**config.mk**
```make
export PLATFORM = sky130hd
export DESIGN_NAME = seq_core
export DESIGN_NICKNAME = d
export VERILOG_FILES = /design/src/rtl/seq_pkg.sv /design/src/rtl/seq_rst_sync.sv /design/src/rtl/seq_ring.sv /design/src/rtl/seq_decode.sv /design/src/rtl/seq_pins.sv /design/src/rtl/seq_core.sv
export SDC_FILE = /design/constraint.sdc
export NUM_CORES = 1
export LEC_CHECK = 0
export BUFFER_PORTS_ARGS = -buffer_cell sky130_fd_sc_hd__buf_2
export CORE_MARGIN = 5
export CORE_UTILIZATION = 45
export CTS_CLUSTER_DIAMETER = 50
export DETAILED_ROUTE_END_ITERATION = 8
export PLACE_DENSITY = 0.69
export SLEW_MARGIN = 40
export SYNTH_ARGS = -nofsm -noshare
export SYNTH_HDL_FRONTEND = slang
export SYNTH_HIERARCHICAL = 1
export SYNTH_SLANG_ARGS = --single-unit
```
**constraint.sdc**
```tcl
create_clock -name clk -period 2.8 [get_ports clk]
set_input_delay 0.14 -clock clk [delete_from_list [all_inputs] [get_ports clk]]
set_output_delay 0.14 -clock clk [all_outputs]
set_load 0.02 [all_outputs]
```
**src/rtl/seq_pkg.sv**
```systemverilog
package seq_pkg;
  localparam int NPH   = 4;
  localparam int PH_T1 = 0;
  localparam int PH_T3 = 1;
  localparam int PH_T5 = 2;
  localparam int PH_T7 = 3;

  typedef enum logic [2:0] {
    CL_NOP, CL_PLAIN, CL_JMP, CL_JMS, CL_RET, CL_RTS
  } op_class_e;

  typedef enum logic [1:0] {
    RS_BANK0 = 2'b00,
    RS_EXT   = 2'b01,
    RS_TEST  = 2'b10,
    RS_INT   = 2'b11
  } rom_sel_e;
endpackage

```
**src/rtl/seq_rst_sync.sv**
```systemverilog
module seq_rst_sync (
  input  logic clk,
  input  logic rst_n,
  output logic srst_n
);
  logic [1:0] sync_q;

  always_ff @(negedge clk or negedge rst_n) begin
    if (!rst_n) sync_q <= '0;
    else        sync_q <= {sync_q[0], 1'b1};
  end

  assign srst_n = sync_q[1];
endmodule

```
**src/rtl/seq_ring.sv**
```systemverilog
module seq_ring #(
  parameter int N = 4
) (
  input  logic         clk,
  input  logic         srst_n,
  output logic [N-1:0] phase_o
);
  logic [N-1:0] ph_q, ph_d;

  always_comb ph_d = {ph_q[N-2:0], ph_q[N-1]};

  always_ff @(negedge clk or negedge srst_n) begin
    if (!srst_n) ph_q <= N'(1);
    else         ph_q <= ph_d;
  end

  assign phase_o = ph_q;
endmodule

```
**src/rtl/seq_decode.sv**
```systemverilog
module seq_decode
  import seq_pkg::*;
#(
  parameter int IW = 8,
  parameter int AW = 6
) (
  input  logic [IW-1:0] ir_i,
  output op_class_e     cls_o,
  output logic [AW-1:0] addr_o
);
  localparam logic [IW-1:0] OP_RT  = IW'(1);
  localparam logic [IW-1:0] OP_RTS = IW'(2);

  always_comb begin
    if (ir_i[IW-1:IW-2] == 2'b11)      cls_o = CL_JMP;
    else if (ir_i[IW-1:IW-2] == 2'b10) cls_o = CL_JMS;
    else if (ir_i == '0)               cls_o = CL_NOP;
    else if (ir_i == OP_RT)            cls_o = CL_RET;
    else if (ir_i == OP_RTS)           cls_o = CL_RTS;
    else                               cls_o = CL_PLAIN;
  end

  assign addr_o = ir_i[AW-1:0];
endmodule

```
**src/rtl/seq_pins.sv**
```systemverilog
module seq_pins
  import seq_pkg::*;
#(
  parameter int BW = 3
) (
  input  logic [NPH-1:0] phase_i,
  input  logic           d_drv_i,
  input  logic           bl13_i,
  input  logic           carry_i,
  input  logic           skip_i,
  input  logic [1:0]     sel_i,
  input  logic [BW-1:0]  bank_i,
  output logic           status_o,
  output logic           int_rom_o
);
  always_comb begin
    status_o = (phase_i[PH_T1] & ~d_drv_i) |
               (phase_i[PH_T3] &  bl13_i)  |
               (phase_i[PH_T5] &  carry_i) |
               (phase_i[PH_T7] &  skip_i);
  end

  always_comb begin
    case (rom_sel_e'(sel_i))
      RS_BANK0: int_rom_o = (bank_i == '0);
      RS_EXT:   int_rom_o = 1'b0;
      default:  int_rom_o = 1'b1;
    endcase
  end
endmodule

```
**src/rtl/seq_core.sv**
```systemverilog
module seq_core
  import seq_pkg::*;
#(
  parameter  int IW     = 8,
  parameter  int AW     = 6,
  parameter  int PW     = 4,
  parameter  int BW     = 3,
  parameter  int KW     = 4,
  parameter  int SPW    = 2,
  localparam int PCW    = AW + PW + BW,
  localparam int SDEPTH = 1 << SPW
) (
  input  logic            clk,
  input  logic            rst_n,
  input  logic            run_i,
  input  logic [KW-1:0]   k_i,
  input  logic [KW-1:0]   i_i,
  input  logic [1:0]      rom_sel_i,
  input  logic [IW-1:0]   rom_data_i,
  input  logic [BW-1:0]   bank_i,
  input  logic [PW-1:0]   page_i,
  input  logic            skip_req_i,
  input  logic            d_drv_i,
  input  logic            bl13_i,
  input  logic            carry_i,
  output logic [NPH-1:0]  phase_o,
  output logic            sync_o,
  output logic [KW-1:0]   k_o,
  output logic [KW-1:0]   i_o,
  output logic [PCW-1:0]  pc_o,
  output logic [IW-1:0]   ir_o,
  output logic [SPW-1:0]  sp_o,
  output logic            skip_o,
  output logic            exec_o,
  output logic            status_o,
  output logic            int_rom_o
);
  logic            srst_n;
  logic [NPH-1:0]  phase;
  logic            run_q;
  logic [KW-1:0]   k_q, i_q;
  logic [1:0]      sel_q;
  logic            sel_en;
  logic [IW-1:0]   ir_q, ir_d;
  logic            ir_en;
  logic [PCW-1:0]  pc_q, pc_d, pc_inc;
  logic [SPW-1:0]  sp_q, sp_d, sp_inc;
  logic            skip_q, skip_d;
  logic            push_en;
  logic [PCW-1:0]  stk_q [SDEPTH];
  op_class_e       cls;
  logic [AW-1:0]   tgt_addr;
  logic            is_flow;

  seq_rst_sync u_rst (.clk(clk), .rst_n(rst_n), .srst_n(srst_n));

  seq_ring #(.N(NPH)) u_ring (.clk(clk), .srst_n(srst_n), .phase_o(phase));

  seq_decode #(.IW(IW), .AW(AW)) u_dec (.ir_i(ir_q), .cls_o(cls), .addr_o(tgt_addr));

  seq_pins #(.BW(BW)) u_pins (
    .phase_i(phase), .d_drv_i(d_drv_i), .bl13_i(bl13_i), .carry_i(carry_i),
    .skip_i(skip_q), .sel_i(sel_q), .bank_i(pc_q[PCW-1 -: BW]),
    .status_o(status_o), .int_rom_o(int_rom_o)
  );

  // input sampling on rising edges, one phase each
  always_ff @(posedge clk or negedge srst_n) begin
    if (!srst_n)             run_q <= 1'b0;
    else if (phase[PH_T3])   run_q <= run_i;
  end

  always_ff @(posedge clk or negedge srst_n) begin
    if (!srst_n)             k_q <= '0;
    else if (phase[PH_T5])   k_q <= k_i;
  end

  always_ff @(posedge clk or negedge srst_n) begin
    if (!srst_n)             i_q <= '0;
    else if (phase[PH_T7])   i_q <= i_i;
  end

  // memory select capture, mid-fetch and mid-decode
  assign sel_en = phase[PH_T1] | phase[PH_T5];

  always_ff @(negedge clk or negedge srst_n) begin
    if (!srst_n)     sel_q <= 2'b00;
    else if (sel_en) sel_q <= rom_sel_i;
  end

  // fetch at end of T3
  assign ir_en = run_q & phase[PH_T3];
  assign ir_d  = skip_q ? '0 : rom_data_i;

  always_ff @(negedge clk or negedge srst_n) begin
    if (!srst_n)    ir_q <= '0;
    else if (ir_en) ir_q <= ir_d;
  end

  // control flow next state
  assign pc_inc  = pc_q + PCW'(1);
  assign sp_inc  = sp_q + SPW'(1);
  assign is_flow = (cls == CL_JMP) | (cls == CL_RET) | (cls == CL_RTS);

  always_comb begin
    pc_d    = pc_q;
    sp_d    = sp_q;
    skip_d  = skip_q;
    push_en = 1'b0;
    if (run_q && phase[PH_T5]) begin
      pc_d   = pc_inc;
      skip_d = (cls == CL_RTS) | ((cls == CL_PLAIN) & skip_req_i);
      if (cls == CL_JMS) begin
        sp_d    = sp_inc;
        push_en = 1'b1;
      end
    end
    if (run_q && phase[PH_T7]) begin
      if (cls == CL_JMP || cls == CL_JMS) begin
        pc_d = {bank_i, page_i, tgt_addr};
      end else if (cls == CL_RET || cls == CL_RTS) begin
        pc_d = stk_q[sp_q];
        sp_d = sp_q - SPW'(1);
      end
    end
  end

  always_ff @(negedge clk or negedge srst_n) begin
    if (!srst_n) begin
      pc_q   <= '0;
      sp_q   <= '0;
      skip_q <= 1'b0;
    end else begin
      pc_q   <= pc_d;
      sp_q   <= sp_d;
      skip_q <= skip_d;
    end
  end

  always_ff @(negedge clk or negedge srst_n) begin
    if (!srst_n) begin
      for (int e = 0; e < SDEPTH; e++) stk_q[e] <= '0;
    end else if (push_en) begin
      stk_q[sp_inc] <= pc_inc;
    end
  end

  assign phase_o = phase;
  assign sync_o  = phase[PH_T5] | phase[PH_T7];
  assign k_o     = k_q;
  assign i_o     = i_q;
  assign pc_o    = pc_q;
  assign ir_o    = ir_q;
  assign sp_o    = sp_q;
  assign skip_o  = skip_q;
  assign exec_o  = run_q & phase[PH_T5] & ~is_flow;
endmodule

```
# Word level (Yosys, flattened, before mapping)
# Index checks and enable logic that the tools add are counted.
[classes] n_addsub=3 order_cmp=3 eq_ne=10 n_mux=24 n_bitwise=20 n_reduce_logical=8
[op_table] op="2-to-1 mux 13 bit" n=7
[op_table] op="bitwise mux 52 bit" n=1
[op_table] op="binary-select mux 13 bit (select 2 bit)" n=1
[op_table] op="demux 13 bit (select 2 bit)" n=1
[op_table] op="2-to-1 mux 3 bit" n=5
[op_table] op="adder 13 x 1 -> 13 bit, second input constant" n=1
[op_table] op="2-to-1 mux 2 bit" n=5
[op_table] op="AND 1 bit" n=8
[op_table] op="equality test 8 x 1 -> 1 bit, second input constant" n=1
[op_table] op="equality test 8 x 2 -> 1 bit, second input constant" n=1
[op_table] op="zero test 8 bit" n=1
[op_table] op="2-to-1 mux 8 bit" n=1
[op_table] op="bitwise OR 1 bit" n=8
[op_table] op="equality test 3 x 2 -> 1 bit, second input constant" n=2
[op_table] op="equality test 3 bit, second input constant" n=2
[op_table] op=">= comparator 3 bit, second input constant" n=2
[op_table] op="NOT 2 -> 3 bit" n=2
[op_table] op="equality test 2 bit, second input constant" n=2
[op_table] op="equality test 3 x 1 -> 1 bit, second input constant" n=1
[op_table] op="logical AND 1 bit" n=3
[op_table] op="zero test 3 bit" n=1
[op_table] op="< comparator 3 x 1 -> 1 bit, second input constant" n=1
[op_table] op="adder 2 x 1 -> 2 bit, second input constant" n=1
[op_table] op="equality test 2 x 1 -> 1 bit, second input constant" n=1
[op_table] op="other kinds (6)" n=9
[word_totals] reg_bits=93 in_bits=32 output_inout_bits=40 elab_cells=82

# Depth between registers and ports, before layout
[depth] word_depth=12 depth_mapped=8 ltp_nobuf=6

# By module
# The synthesis kept the hierarchy.
[by_module_without_submodules] module="seq_core" instances=1 cells_each=405 area_each_um2=4300.4 seq_area_each_um2=2177.1
[by_module_without_submodules] module="seq_ring" instances=1 cells_each=5 area_each_um2=105.1 seq_area_each_um2=101.3
[by_module_without_submodules] module="seq_decode" instances=1 cells_each=12 area_each_um2=97.6 seq_area_each_um2=0.0
[by_module_without_submodules] module="seq_rst_sync" instances=1 cells_each=3 area_each_um2=53.8 seq_area_each_um2=50.0
[by_module_without_submodules] module="seq_pins" instances=1 cells_each=6 area_each_um2=42.5 seq_area_each_um2=0.0

==> metrics.csv <==
metric,value,unit
detail_routed_via_count_per_cell,5.50,
run_status,"complete, but fails checks",
synth-edff-count,0,
ys_types,50,
clock_skew,0.0624,ns
pre_cts_ws,-0.272,ns
synth_area_per_cell,10.7,um2
postSynthRegisterBits,93,
start_kind,flip-flop,
clkSlewWorstSetupHoldPaths,0.10,ns
synthAdderAreaFrac,1.36,%
clock_sink_count,93,
drt_wl_total,12700,um
violations,negative setup slack,
pins_over_their_slew_limit,0,
combinational_family_with_the_most_area_after_synthesis,simple AND/OR/NAND/NOR gates,
post_synth_instance_area,4600,um2
hold_path_class,in2reg,
global_route.overflow_total,0,
timing.hold.worst_path_depth,2,
die_h,111,um
synth_top_area_share,45.2,%
pwr_density_cell,375,nW/um2
grt_pass1_wl,19500,um
critical-path-top-delay-family,simple AND/OR/NAND/NOR gates,
syn_nets,468,
critical-path-slowest-cell,sky130_fd_sc_hd__dfrtn_1,
synth-main-ff-cell,sky130_fd_sc_hd__dfrtn_1,
post-route-worst-setup-slack,-0.600,ns
post_synthesis_share_of_cell_area_spent_on_xor_and_xnor_gates,3.81,%
diodes,0,
placement_rows,37,
start_util,45.4,%
synth_compound_area_share,13.0,%
detail_route.drc_violations,0,
worst-r2r-cell-count,7,
leading_cell_types_by_count_after_synthesis,"sky130_fd_sc_hd__dfrtn_1, sky130_fd_sc_hd__nand2_1, sky130_fd_sc_hd__o21ai_0",
routabilityCongestion,0.857,
placed_area,5340,um2
drv.max_cap_violation_count,0,
grt_start_max_net_pins,49,
wire_per_inst,18.2,um
post_synth_mux_area_share,10.4,%
width_of_the_die,111,um
critical_path_s_largest_stage_delay,0.38,ns
initialDrtViolationCount,251,
i_o_pin_total,72,
path_buf_inv,1,
rsz0062_at_grt,true,
yosysWarningCount,6,
post_route_cells_drive_above_1_share,50.2,%
max-vdd-ir-drop,0.000277,V
area_growth,37.2,%
critical_path_required,2.66,ns
synthArstFlopShare,100,%
yosys.area_share.simple,16.6,%
drt.antenna.violating_nets,0,
finalSetupTns,-1.05,ns
final_area,6310,um2
cts-htree-levels,3,
numPortBuffers,71,
grt_pass1_vias,3742,
nNetsFinal,592,
cts_tree,yes,
yosysMostFrequentCell,sky130_fd_sc_hd__dfrtn_1,
core,10100,um2
fin_hold_ws,0.00593,ns
finalSetupViolCount,19,
tightest_slew,0.625,ns
synth.top_cells.by_area,"sky130_fd_sc_hd__dfrtn_1, sky130_fd_sc_hd__o21ai_0, sky130_fd_sc_hd__mux4_2",
synth.largest_area_cell,sky130_fd_sc_hd__dfrtn_1,
clock_tree_root_driver_cell,sky130_fd_sc_hd__clkbuf_8,
worst-r2r-setup-slack,-0.08,ns
route.vias.total,3829,
dp_hpwl,8250,um
clock_tree.buffer_depth,2,
cp.arrival,3.26,ns
timing.critical_path.depth,6,
clkLatencyLatePin,0.41,ns
leakage,2.87,nW
slew-limit-headroom,58.1,%
numCtsBuffers,9,
die_ar,12300,um2
antenna_found_initial,0,
final-hold-violation-count,0,
synth.yosys.seq_area_share,50.6,%
worstPathMaxFanout,4,
path_class,reg2out,
final_core_utilization,62.2,%
worst_path_cell_chain,nor4_4 > nor4b_4 > nand2b_4 > nor2_2 > nor3_4 > buf_6,
worst_setup_path_end_kind,output port,
synth_cells,431,
global_route.usage.total,19.6,%
drt-pass1-iter-count,6,
-- state kept, by name, indices dropped and copies added, names as in the netlist --
register,cells
sel_q,2
run_q,1
skip_o,1
u_rst/sync_q,2
stk_q,52
pc_o,13
sp_o,2
i_o,4
k_o,4
u_ring/phase_o,4
ir_o,8
-- repair_timing --
action,4_1_cts,5_1_grt
resized for setup,50,130
hold endpoints to repair,5,0
endpoints found under the setup margin,57,63
pin swaps,15,35
buffers inserted,10,12
hold buffers,5,0
gates cloned,0,1
-- through the flow --
| stage | total power (W) | cells |
|---|---|---|
| after detailed placement | 0.00145 | 652 |
| final | 0.00237 | 696 |
| after global placement | 0.00144 | 652 |
| after floorplan | 0.00141 | 431 |
| after CTS | 0.00238 | 683 |
| after global routing | 0.00245 | 696 |
-- worst reg2reg max path, cell delays in order (launching register included) --
cell and delay, ns:
sky130_fd_sc_hd__dfrtp_1 0.43, sky130_fd_sc_hd__buf_6 0.14, sky130_fd_sc_hd__nand2_4 0.06, sky130_fd_sc_hd__buf_6 0.14, sky130_fd_sc_hd__buf_12 0.12, sky130_fd_sc_hd__o21a_1 0.21, sky130_fd_sc_hd__a211oi_2 0.15, sky130_fd_sc_hd__nor3_1 0.07
-- cell usage in the layout, fill, tap and decap left out, types with 3 or more instances in the layout --
cell type,instances
sky130_fd_sc_hd__mux4_2,12
sky130_fd_sc_hd__nor2_1,9
sky130_fd_sc_hd__o21ai_1,33
sky130_fd_sc_hd__nand2_2,31
sky130_fd_sc_hd__dfrtn_1,83
sky130_fd_sc_hd__a211oi_2,4
sky130_fd_sc_hd__a22oi_1,7
sky130_fd_sc_hd__a21oi_1,3
sky130_fd_sc_hd__nor3_1,10
sky130_fd_sc_hd__nand3_2,6
sky130_fd_sc_hd__o21ai_2,15
sky130_fd_sc_hd__buf_6,23
sky130_fd_sc_hd__nand2_4,4
sky130_fd_sc_hd__mux2i_1,4
sky130_fd_sc_hd__nand2b_1,10
sky130_fd_sc_hd__buf_12,3
sky130_fd_sc_hd__xnor2_1,18
sky130_fd_sc_hd__o22ai_1,8
sky130_fd_sc_hd__nand3_4,3
sky130_fd_sc_hd__buf_8,3
sky130_fd_sc_hd__ha_1,5
sky130_fd_sc_hd__dfrtp_1,9
sky130_fd_sc_hd__mux2_2,15
sky130_fd_sc_hd__buf_2,66
sky130_fd_sc_hd__buf_4,42
sky130_fd_sc_hd__nor4_4,5
sky130_fd_sc_hd__dlygate4sd3_1,5
sky130_fd_sc_hd__nand2_1,34
sky130_fd_sc_hd__inv_1,6
sky130_fd_sc_hd__clkbuf_8,10
sky130_fd_sc_hd__nor3_2,9
sky130_fd_sc_hd__nand3_1,4
sky130_fd_sc_hd__o21ai_0,12
-- path summary, 6_finish.rpt --
check                                     start         to
worst max-delay path                    ir_o[6]     exec_o
worst min-delay path                     k_i[2]     k_o[2]
worst max register to register            run_q    pc_o[4]
worst min register to register  u_rst/sync_q[1]  stk_q[41]
max in group asynchronous       u_rst/sync_q[1]      run_q
min in group asynchronous       u_rst/sync_q[1]  stk_q[41]
-- kinds of logic (layout without fill, tap and decap cells) --
| logic type | after synthesis | after routing |
|---|---|---|
| xor gates and xnor gates | 20 | 20 |
| muxes | 31 | 31 |
| adders and majority gates | 5 | 5 |
| buffers and inverters | 36 | 165 |
| AOI/OAI and AO/OA | 100 | 100 |
| DFF | 93 | 93 |
| other | 1 | 1 |
| and+or+nand+nor | 145 | 145 |
-- cell type report --
cell class | instances | area (um2)
clock buffers | 10 | 138
clock inverters | 7 | 72.6
fillers | 758 | 3830
inverters | 5 | 18.8
multi-input cells | 302 | 2500
flip-flops and latches | 93 | 2330
well taps | 136 | 170
repair buffers | 143 | 1080
-- where the power goes --
part,leakage [nW],internal [W],switching (W),total [W]
combinational,1.56,0.0000285,0.0000372,0.0000657
clock,0.105,0.000445,0.000504,0.000949
sequential,1.20,0.00135,0.00000166,0.00135
-- per-layer routing --
metal / global-route usage [%] / vias to the layer above / wire length (um)
met5: 0 / - / 0
met4: 7.22 / 0 / 400
met3: 3.06 / 26 / 595
met2: 32.7 / 130 / 6410
met1: 25.9 / 1886 / 5280
li1: - / 1787 / -
No activity file was read; power rests on OpenSTA's default activity.
